## src/rtl/raw_hz_pkg.sv

```systemverilog
package raw_hz_pkg;

  // Action applied to the tag FIFO in one cycle.
  typedef enum logic [1:0] {
    OP_IDLE = 2'b00,
    OP_PUSH = 2'b01,
    OP_POP  = 2'b10,
    OP_BOTH = 2'b11
  } fifo_op_e;

  localparam int DEF_ADDR_W     = 32;
  localparam int DEF_REGION_LSB = 12;
  localparam int DEF_DEPTH      = 4;

endpackage

```

## src/rtl/raw_tag_fifo.sv

```systemverilog
module raw_tag_fifo
  import raw_hz_pkg::*;
#(
  parameter int TAG_W = 20,
  parameter int DEPTH = 4,
  localparam int PTR_W = (DEPTH > 1) ? $clog2(DEPTH) : 1,
  localparam int CNT_W = $clog2(DEPTH + 1)
) (
  input  logic                   clk,
  input  logic                   rst,
  input  fifo_op_e               op,
  input  logic [TAG_W-1:0]       push_tag,
  output logic [DEPTH*TAG_W-1:0] tags_flat,
  output logic [DEPTH-1:0]       slot_valid,
  output logic [PTR_W-1:0]       head_idx,
  output logic                   full,
  output logic                   empty
);

  logic [TAG_W-1:0] mem [DEPTH];
  logic [PTR_W-1:0] head_q, tail_q;
  logic [CNT_W-1:0] count_q, count_d;
  logic [DEPTH-1:0] valid_q;
  logic             full_q;
  logic             do_push, do_pop;

  function automatic logic [PTR_W-1:0] wrap_inc(input logic [PTR_W-1:0] p);
    return (p == PTR_W'(DEPTH - 1)) ? '0 : p + 1'b1;
  endfunction

  assign do_push = (op == OP_PUSH) || (op == OP_BOTH);
  assign do_pop  = (op == OP_POP)  || (op == OP_BOTH);

  always_comb begin
    count_d = count_q;
    if (do_push && !do_pop) count_d = count_q + 1'b1;
    if (do_pop && !do_push) count_d = count_q - 1'b1;
  end

  // Tag storage: single write port, no reset.
  always_ff @(posedge clk) begin
    if (do_push) mem[tail_q] <= push_tag;
  end

  always_ff @(posedge clk) begin
    if (rst) begin
      head_q  <= '0;
      tail_q  <= '0;
      valid_q <= '0;
      count_q <= '0;
      full_q  <= 1'b0;
    end else begin
      if (do_push) begin
        valid_q[tail_q] <= 1'b1;
        tail_q          <= wrap_inc(tail_q);
      end
      if (do_pop) begin
        valid_q[head_q] <= 1'b0;
        head_q          <= wrap_inc(head_q);
      end
      count_q <= count_d;
      full_q  <= (count_d == CNT_W'(DEPTH));
    end
  end

  for (genvar g = 0; g < DEPTH; g++) begin : g_flat
    assign tags_flat[g*TAG_W +: TAG_W] = mem[g];
  end

  assign slot_valid = valid_q;
  assign head_idx   = head_q;
  assign full       = full_q;
  assign empty      = (count_q == '0);

  a_r4_no_overflow: assert property (@(posedge clk) disable iff (rst)
    count_q <= CNT_W'(DEPTH));

  a_r5_valid_matches_count: assert property (@(posedge clk) disable iff (rst)
    $countones(valid_q) == int'(count_q));

  a_r4_full_holds: assert property (@(posedge clk) disable iff (rst)
    full_q && !do_pop |=> full_q);

  a_r7_no_push_when_full: assert property (@(posedge clk) disable iff (rst)
    full_q |-> !do_push);

  a_r7_no_pop_when_empty: assert property (@(posedge clk) disable iff (rst)
    (count_q == '0) |-> !do_pop);

endmodule

```

## src/rtl/raw_region_cmp.sv

```systemverilog
module raw_region_cmp #(
  parameter int TAG_W = 20,
  parameter int DEPTH = 4,
  localparam int PTR_W = (DEPTH > 1) ? $clog2(DEPTH) : 1
) (
  input  logic [DEPTH*TAG_W-1:0] tags_flat,
  input  logic [DEPTH-1:0]       slot_valid,
  input  logic [PTR_W-1:0]       head_idx,
  input  logic                   retiring,
  input  logic [TAG_W-1:0]       probe_tag,
  output logic                   hit
);

  logic [DEPTH-1:0] match;

  for (genvar g = 0; g < DEPTH; g++) begin : g_cmp
    logic excluded;
    assign excluded = retiring && (head_idx == PTR_W'(g));
    assign match[g] = slot_valid[g] && !excluded &&
                      (tags_flat[g*TAG_W +: TAG_W] == probe_tag);
  end

  assign hit = |match;

endmodule

```

## src/rtl/raw_hazard_detector.sv

```systemverilog
module raw_hazard_detector
  import raw_hz_pkg::*;
#(
  parameter int ADDR_W     = DEF_ADDR_W,
  parameter int REGION_LSB = DEF_REGION_LSB,
  parameter int DEPTH      = DEF_DEPTH
) (
  input  logic              clk,
  input  logic              rst,
  input  logic              wr_accept,
  input  logic [ADDR_W-1:0] wr_addr,
  input  logic              wr_done,
  input  logic              rd_req,
  input  logic [ADDR_W-1:0] rd_addr,
  output logic              rd_stall,
  output logic              buf_full
);

  localparam int TAG_W = ADDR_W - REGION_LSB;
  localparam int PTR_W = (DEPTH > 1) ? $clog2(DEPTH) : 1;

  logic [DEPTH*TAG_W-1:0] tags_flat;
  logic [DEPTH-1:0]       slot_valid;
  logic [PTR_W-1:0]       head_idx;
  logic                   full, empty;
  logic                   push, pop, hit;
  fifo_op_e               op;

  assign push = wr_accept && !full;
  assign pop  = wr_done && !empty;

  always_comb begin
    unique case ({pop, push})
      2'b01:   op = OP_PUSH;
      2'b10:   op = OP_POP;
      2'b11:   op = OP_BOTH;
      default: op = OP_IDLE;
    endcase
  end

  raw_tag_fifo #(.TAG_W(TAG_W), .DEPTH(DEPTH)) u_fifo (
    .clk        (clk),
    .rst        (rst),
    .op         (op),
    .push_tag   (wr_addr[ADDR_W-1:REGION_LSB]),
    .tags_flat  (tags_flat),
    .slot_valid (slot_valid),
    .head_idx   (head_idx),
    .full       (full),
    .empty      (empty)
  );

  raw_region_cmp #(.TAG_W(TAG_W), .DEPTH(DEPTH)) u_cmp (
    .tags_flat  (tags_flat),
    .slot_valid (slot_valid),
    .head_idx   (head_idx),
    .retiring   (pop),
    .probe_tag  (rd_addr[ADDR_W-1:REGION_LSB]),
    .hit        (hit)
  );

  assign rd_stall = rd_req && hit;
  assign buf_full = full;

  a_r1_reset_clear: assert property (@(posedge clk) disable iff (rst)
    $past(rst) |-> (slot_valid == '0) && !buf_full);

  a_r9_stall_needs_req: assert property (@(posedge clk) disable iff (rst)
    !rd_req |-> !rd_stall);

  a_r6_sole_retiring_no_stall: assert property (@(posedge clk) disable iff (rst)
    ($countones(slot_valid) == 1) && wr_done && rd_req |-> !rd_stall);

  a_r3_empty_no_stall: assert property (@(posedge clk) disable iff (rst)
    (slot_valid == '0) |-> !rd_stall);

  a_r10_swap_keeps_count: assert property (@(posedge clk) disable iff (rst)
    wr_accept && wr_done && !buf_full && (slot_valid != '0)
    |=> $countones(slot_valid) == $countones($past(slot_valid)));

endmodule

```

## config.mk

```make
export PLATFORM = sky130hd
export DESIGN_NAME = raw_hazard_detector
export DESIGN_NICKNAME = d
export VERILOG_FILES = /design/src/rtl/raw_hz_pkg.sv /design/src/rtl/raw_tag_fifo.sv /design/src/rtl/raw_region_cmp.sv /design/src/rtl/raw_hazard_detector.sv
export SDC_FILE = /design/constraint.sdc
export NUM_CORES = 1
export LEC_CHECK = 0
export BUFFER_PORTS_ARGS = -buffer_cell sky130_fd_sc_hd__buf_2
export CAP_MARGIN = 10
export CORE_MARGIN = 2
export CORE_UTILIZATION = 50
export DETAILED_ROUTE_END_ITERATION = 16
export MAX_ROUTING_LAYER = met4
export PLACE_DENSITY = 0.86
export SYNTH_ARGS = -nofsm -noshare
export SYNTH_HDL_FRONTEND = slang
export SYNTH_SLANG_ARGS = --single-unit
```

## constraint.sdc

```tcl
create_clock -name clk -period 1.65 [get_ports clk]
set_input_delay 0 -clock clk [delete_from_list [all_inputs] [get_ports clk]]
set_output_delay 0 -clock clk [all_outputs]
set_load 0.02 [all_outputs]
```

==> impl_metrics.csv, run 1 <==
group,metric,value,unit
floorplan,floorplan.initialDensity,51.6,%
hold_path,hold_path.class,"in -> reg",
setup_path,worstPathRequired,1.65,ns
detailed_routing,routedWlPerCell,17.7,um
clocking,cts_htree_levels,3,
status,status,"finished, violations left",
layout,area_growth_syn_to_layout,26.0,%
floorplan,die_area,0.00871,mm2
placed_design,placed_area,0.00453,mm2
power_and_ir_drop,p_leak,0.00178,uW
placed_design,place.gp.congestion,0.919,
timing,finalHoldViolations,0,
detailed_routing,drt-total-wl,8.36,mm
detailed_routing,vias_per_cell,5.32,
synth,synthAdderAreaFrac,3.45,%
synth,synth_edf_count,80,
synth,async_flop_share,0,%
setup_path,critPathSlowestCell,"o41a_2",
setup_path,cpPeakStageDelay,0.51,ns
global_routing,grt_max_degree,22,
clocking,root_buffer,"clkbuf_8",
layout,drive_gt1_share,25.9,%
layout,fillers,547,
synth,syn_inst,274,
power_and_ir_drop,vdd_drop_max,0.000585,V
synth,synth_area_per_cell,14.6,um2
timing,final_max_slew_viol_count,0,
synth,synth_warnings,0,
timing,relSlewSlack,71.1,%
global_routing,antenna_found_initial,0,
setup_path,worst_setup_path_start_kind,"flop",
clocking,cts_tree,"built",
timing,period_needed,2.16,ns
synth,ys_seq_elements,92,
timing,fin_ws,-0.505,ns
synth,synthDistinctLibCells,26,
layout,nets,445,
clocking,numClockSinks,92,
floorplan,die_h,93.3,um
layout,final_cells,472,
detailed_routing,antenna_left,0,
flow_run,cap_viol_max_count,0,
setup_path,crit_buf_inv,3,
synth,synth_compound_area_share,3.67,%
timing,tightest_slew,0.429,ns
floorplan,design.core.area,0.00773,mm2
synth,synth_area,0.00399,mm2
synth,ys_seq_area_share,66.2,%
synth,synth_top_family_by_area,"XOR/XNOR gates",
timing,setup_violations,1,
detailed_routing,vias,2512,
synth,ys_dominant_reg_cell,"edfxtp_1",
synth,yosys-mux-area-fraction,0,%
global_routing,grt_pass1_wl,12.9,mm
layout,n_antenna_cell,0,
setup_path,end_kind,"output pin",
global_routing,grt_overflow,0,
clocking,clk_pin_slew_worst_paths,0.09,ns
clocking,numCtsBuffers,9,
synth,syn-num-nets,354,
setup_path,worstPathMaxFanout,6,
timing,fmax,464,MHz
timing,skew,0.00815,ns
floorplan,ios,71,
clocking,clk_latency,0.36,ns
layout,final_area,0.00503,mm2
synth,yosys.area_share.simple,7.46,%
global_routing,gr-usage-all-layers,21.0,%
timing,rsz0062_at_grt,"true",
placed_design,dpl.hpwl,5.69,mm
setup_path,crit_chain,"inv_2, ha_4, ha_4, nor2b_4, buf_6, a21oi_2, nand4_1, nor4_1, o41a_2, buf_6",
timing,min_period_over_period,131,%
synth,synth_xor_area_share,18.0,%
setup_path,crit_family,"compound AO/OA/AOI/OAI gates",
global_routing,grt_pass1_vias,2503,
floorplan,rows,32,
placed_design,post-place-cells,434,
detailed_routing,drt_iter0_drc,203,
setup_path,path_class,"reg -> out",
floorplan,dieWidth,93.3,um
detailed_routing,drc,0,
setup_path,worstPathArrival,2.16,ns
clocking,cts_buffer_depth,2,
power_and_ir_drop,p_per_area,1170,mW/mm2
detailed_routing,drt-pass1-iter-count,5,
status,violations,"setup timing",
placed_design,numPortBuffers,46,
-- worst register-to-register path, delay by kind of cell (launching register included) --
family,cells,cell delay [ns]
buf+inv,1,0.05
fa+ha+maj,2,0.32
compound gates,2,0.36
simple gates,2,0.37
flops,1,0.35
-- synthesized netlist by cell type (3+ instances only) --
| master | n | area (um2) |
|---|---|---|
| o21a_1 | 4 | 30.0 |
| xor2_1 | 36 | 315 |
| nand2_1 | 10 | 37.5 |
| xnor2_1 | 46 | 403 |
| nor4_1 | 12 | 75.1 |
| a21oi_1 | 12 | 60.1 |
| dfxtp_1 | 12 | 240 |
| edfxtp_1 | 80 | 2400 |
| and2_1 | 4 | 25.0 |
| nand3_1 | 5 | 25.0 |
| nor2_1 | 5 | 18.8 |
| ha_1 | 11 | 138 |
| nand4_1 | 13 | 81.3 |
| inv_1 | 7 | 26.3 |
| a211oi_1 | 3 | 22.5 |
-- sequential cells by signal (all words and copies together), names as in the netlist --
signal and count:
u_fifo.head_idx 2, u_fifo.tail_q 2, u_fifo.count_q 3, u_fifo.mem 80, u_fifo.full 1, u_fifo.slot_valid 4
-- area by class of cell --
class | instances | area [um2] | share of cell area (%)
tap | 102 | 128 | 2.54
sequential | 92 | 2650 | 52.6
timing repair buffer | 84 | 628 | 12.5
clock inverter | 6 | 95.1 | 1.89
clock buffer | 10 | 128 | 2.54
multi-input combinational | 171 | 1380 | 27.4
inverter | 7 | 26.3 | 0.523
-- placed cells by master, fill, tap and decap left out, types with 4 or more instances in the layout --
master,synthesis,final
edfxtp_1,80,80
xnor2_1,46,46
buf_2,1,45
xor2_1,36,36
dlygate4sd3_1,0,21
nand4_1,13,13
buf_4,1,12
dfxtp_1,12,10
nor4_1,12,9
a21oi_1,12,9
nand2_1,10,9
ha_1,11,9
clkbuf_8,0,9
inv_1,7,5
nand3_1,5,5
nor2_1,5,5
and2_1,4,4
o21a_1,4,4
buf_12,0,4
-- logic make-up (layout without fill, tap and decap cells) --
| kind of cell | Yosys count | after routing |
|---|---|---|
| flops | 92 | 92 |
| xor+xnor | 82 | 82 |
| simple gates | 55 | 55 |
| compound gates | 23 | 23 |
| fa+ha+maj | 11 | 11 |
| buf+inv | 11 | 107 |
-- per-stage QoR --
| step | hold WS, ns | TNS [ns] | utilization [%] | power, uW | setup WS [ns] |
|---|---|---|---|---|---|
| floorplan | 0.0809 | -0.0206 | - | 3620 | -0.0206 |
| global placement | 0.211 | -0.180 | 58.6 | 4040 | -0.180 |
| detailed placement | 0.221 | -0.231 | 58.6 | 4110 | -0.231 |
| CTS | 0.0300 | -0.513 | 64.6 | 5840 | -0.513 |
| global route | 0.0666 | -0.612 | 65.1 | 6130 | -0.612 |
| finish | 0.0482 | -0.505 | 65.1 | 5870 | -0.505 |
-- power breakdown --
part           switching [uW]  internal (uW)
registers                 116           2790
logic                     674            611
clock network             801            873
-- path summary, 6_finish.rpt --
path	cells past startpoint	from	to	slack (ns)
worst min-delay path	4	wr_accept	u_fifo.tail_q[1]$_SDFFE_PP0N_	0.05
worst max-delay path	10	u_fifo.count_q[0]$_SDFF_PP0_	rd_stall	-0.51
worst max register to register	7	u_fifo.count_q[0]$_SDFF_PP0_	u_fifo.count_q[1]$_SDFF_PP0_	0.10
worst min register to register	1	u_fifo.slot_valid[2]$_SDFF_PP0_	u_fifo.slot_valid[2]$_SDFF_PP0_	0.47
-- layer usage --
metal	vias up	track usage, %	wire length (um)
li1	1181	-	-
met3	16	3.22	397
met2	90	34.2	4210
met1	1225	26.4	3560
met4	0	9.07	187
met5	-	-	0
-- timing repair --
action	CTS	global route
pin swaps	4	6
setup buffers	0	1
endpoints found under the setup margin	1	3
gates resized for setup	8	6
hold buffers	21	0
endpoints found under the hold margin	87	0
(Power assumes the default switching activity.)
==> inputs of run 2 (changes only) <==
CTS_CLUSTER_SIZE = 20   (was default)
PLACE_DENSITY = 0.85   (was 0.86)
==> impl_metrics.csv, run 2 (synthesis results as in run 1) <==
group,metric,value,unit
detailed_routing,antenna_left,0,
layout,final_area,0.00501,mm2
placed_design,numPortBuffers,46,
global_routing,grt_pass1_vias,2570,
layout,area_growth_syn_to_layout,25.7,%
timing,period_needed,2.19,ns
global_routing,grt_pass1_wl,12.8,mm
timing,relSlewSlack,67.5,%
detailed_routing,drt-pass1-iter-count,4,
clocking,root_buffer,"clkbuf_8",
power_and_ir_drop,vdd_drop_max,0.000453,V
timing,setup_violations,1,
placed_design,post-place-cells,430,
setup_path,crit_buf_inv,3,
clocking,cts_tree,"built",
status,status,"finished, violations left",
setup_path,critPathSlowestCell,"o41a_2",
clocking,clk_pin_slew_worst_paths,0.08,ns
setup_path,cpPeakStageDelay,0.51,ns
flow_run,cap_viol_max_count,0,
layout,largest_register,"u_fifo.mem",
placed_design,place.gp.congestion,0.854,
floorplan,design.core.area,0.00773,mm2
clocking,numClockSinks,92,
detailed_routing,vias_per_cell,5.22,
setup_path,end_kind,"output pin",
global_routing,antenna_found_initial,0,
detailed_routing,drc,0,
timing,skew,0.00677,ns
floorplan,die_h,93.3,um
global_routing,grt_max_degree,22,
clocking,cts_htree_levels,3,
layout,fillers,540,
hold_path,hold_path.class,"in -> reg",
detailed_routing,routedWlPerCell,17.6,um
layout,final_cells,471,
layout,largest_register_ffs,80,
floorplan,die_area,0.00871,mm2
layout,final_common_cell,"edfxtp_1",
setup_path,worstPathRequired,1.65,ns
power_and_ir_drop,fin_total_pwr,5890,uW
detailed_routing,drt_iter0_drc,217,
layout,drive_gt1_share,25.5,%
floorplan,ios,71,
layout,layout_common_cells,"edfxtp_1 (80), xnor2_1 (46), buf_2 (45), xor2_1 (36), dlygate4sd3_1 (21)",
setup_path,worst_setup_path_start_kind,"flop",
floorplan,dieWidth,93.3,um
status,violations,"setup timing",
timing,min_period_over_period,132,%
floorplan,rows,32,
setup_path,crit_chain,"inv_2, ha_4, ha_4, nor2b_4, buf_6, a21oi_2, nand4_1, nor4_2, o41a_2, buf_6",
timing,rsz0062_at_grt,"true",
placed_design,placed_area,0.00450,mm2
power_and_ir_drop,p_per_area,1170,mW/mm2
timing,final_max_slew_viol_count,0,
setup_path,crit_family,"compound AO/OA/AOI/OAI gates",
timing,tightest_slew,0.483,ns
detailed_routing,drt-total-wl,8.29,mm
placed_design,dpl.hpwl,5.75,mm
layout,nets,444,
timing,finalHoldViolations,0,
layout,n_antenna_cell,0,
detailed_routing,vias,2458,
floorplan,floorplan.initialDensity,51.6,%
setup_path,worstPathMaxFanout,3,
timing,hold_ws,0.106,ns
setup_path,worstPathArrival,2.19,ns
timing,fin_ws,-0.536,ns
global_routing,gr-usage-all-layers,20.8,%
clocking,cts_buffer_depth,2,
layout,final_core_util,64.9,%
global_routing,grt_overflow,0,
setup_path,path_class,"reg -> out",
clocking,clk_latency,0.36,ns
timing,fmax,457,MHz
clocking,numCtsBuffers,9,
power_and_ir_drop,p_leak,0.00177,uW
## run 2: worst min-delay path: stages
cell	delay, ns
buf_2	0.09
nand2b_1	0.16
nand2_1	0.11
a21oi_1	0.06
## run 2: final timing paths
| path | endpoint | startpoint | cells after the start | slack [ns] |
|---|---|---|---|---|
| min | u_fifo.tail_q[1]$_SDFFE_PP0N_ | wr_accept | 4 | 0.11 |
| min reg2reg | u_fifo.slot_valid[3]$_SDFF_PP0_ | u_fifo.slot_valid[3]$_SDFF_PP0_ | 1 | 0.47 |
| max reg2reg | u_fifo.count_q[1]$_SDFF_PP0_ | u_fifo.count_q[1]$_SDFF_PP0_ | 7 | 0.01 |
| max | rd_stall | u_fifo.count_q[1]$_SDFF_PP0_ | 10 | -0.54 |
## run 2: cell type report
cell class / instances / area (um2) / share of cell area (%)
clock inverters: 6 / 87.6 / 1.75
repair buffers: 83 / 628 / 12.5
inverters: 7 / 26.3 / 0.524
well taps: 102 / 128 / 2.55
clock buffers: 10 / 128 / 2.55
flip-flops and latches: 92 / 2650 / 52.8
multi-input cells: 171 / 1370 / 27.4
## run 2: repair_timing
item,CTS,global route
hold buffers,21,0
gates cloned,0,0
pin swaps,7,7
gates resized for setup,8,10
setup endpoints to repair,1,4
hold endpoints to repair,87,0
setup buffers,2,2
## run 2: power by group
| part | total (uW) | switching, uW | internal [uW] | leakage (uW) |
|---|---|---|---|---|
| Combinational | 1350 | 708 | 641 | 0.000833 |
| Sequential | 2910 | 118 | 2790 | 0.000833 |
| Clock | 1630 | 773 | 854 | 0.000101 |
## run 2: routing by layer
layer	track usage, %	up-vias	share of wire (%)
met5	-	-	0
met4	7.72	0	2.3
met3	4.35	15	5.2
met2	34.5	81	51
met1	25.4	1183	41
li1	-	1179	-
## run 2: through the flow
| step | TNS [ns] | setup WS, ns |
|---|---|---|
| finish | -0.536 | -0.536 |
| global route | -0.731 | -0.621 |
| CTS | -0.505 | -0.505 |
| detailed placement | -0.194 | -0.194 |
| global placement | -0.167 | -0.167 |
| floorplan | -0.0206 | -0.0206 |
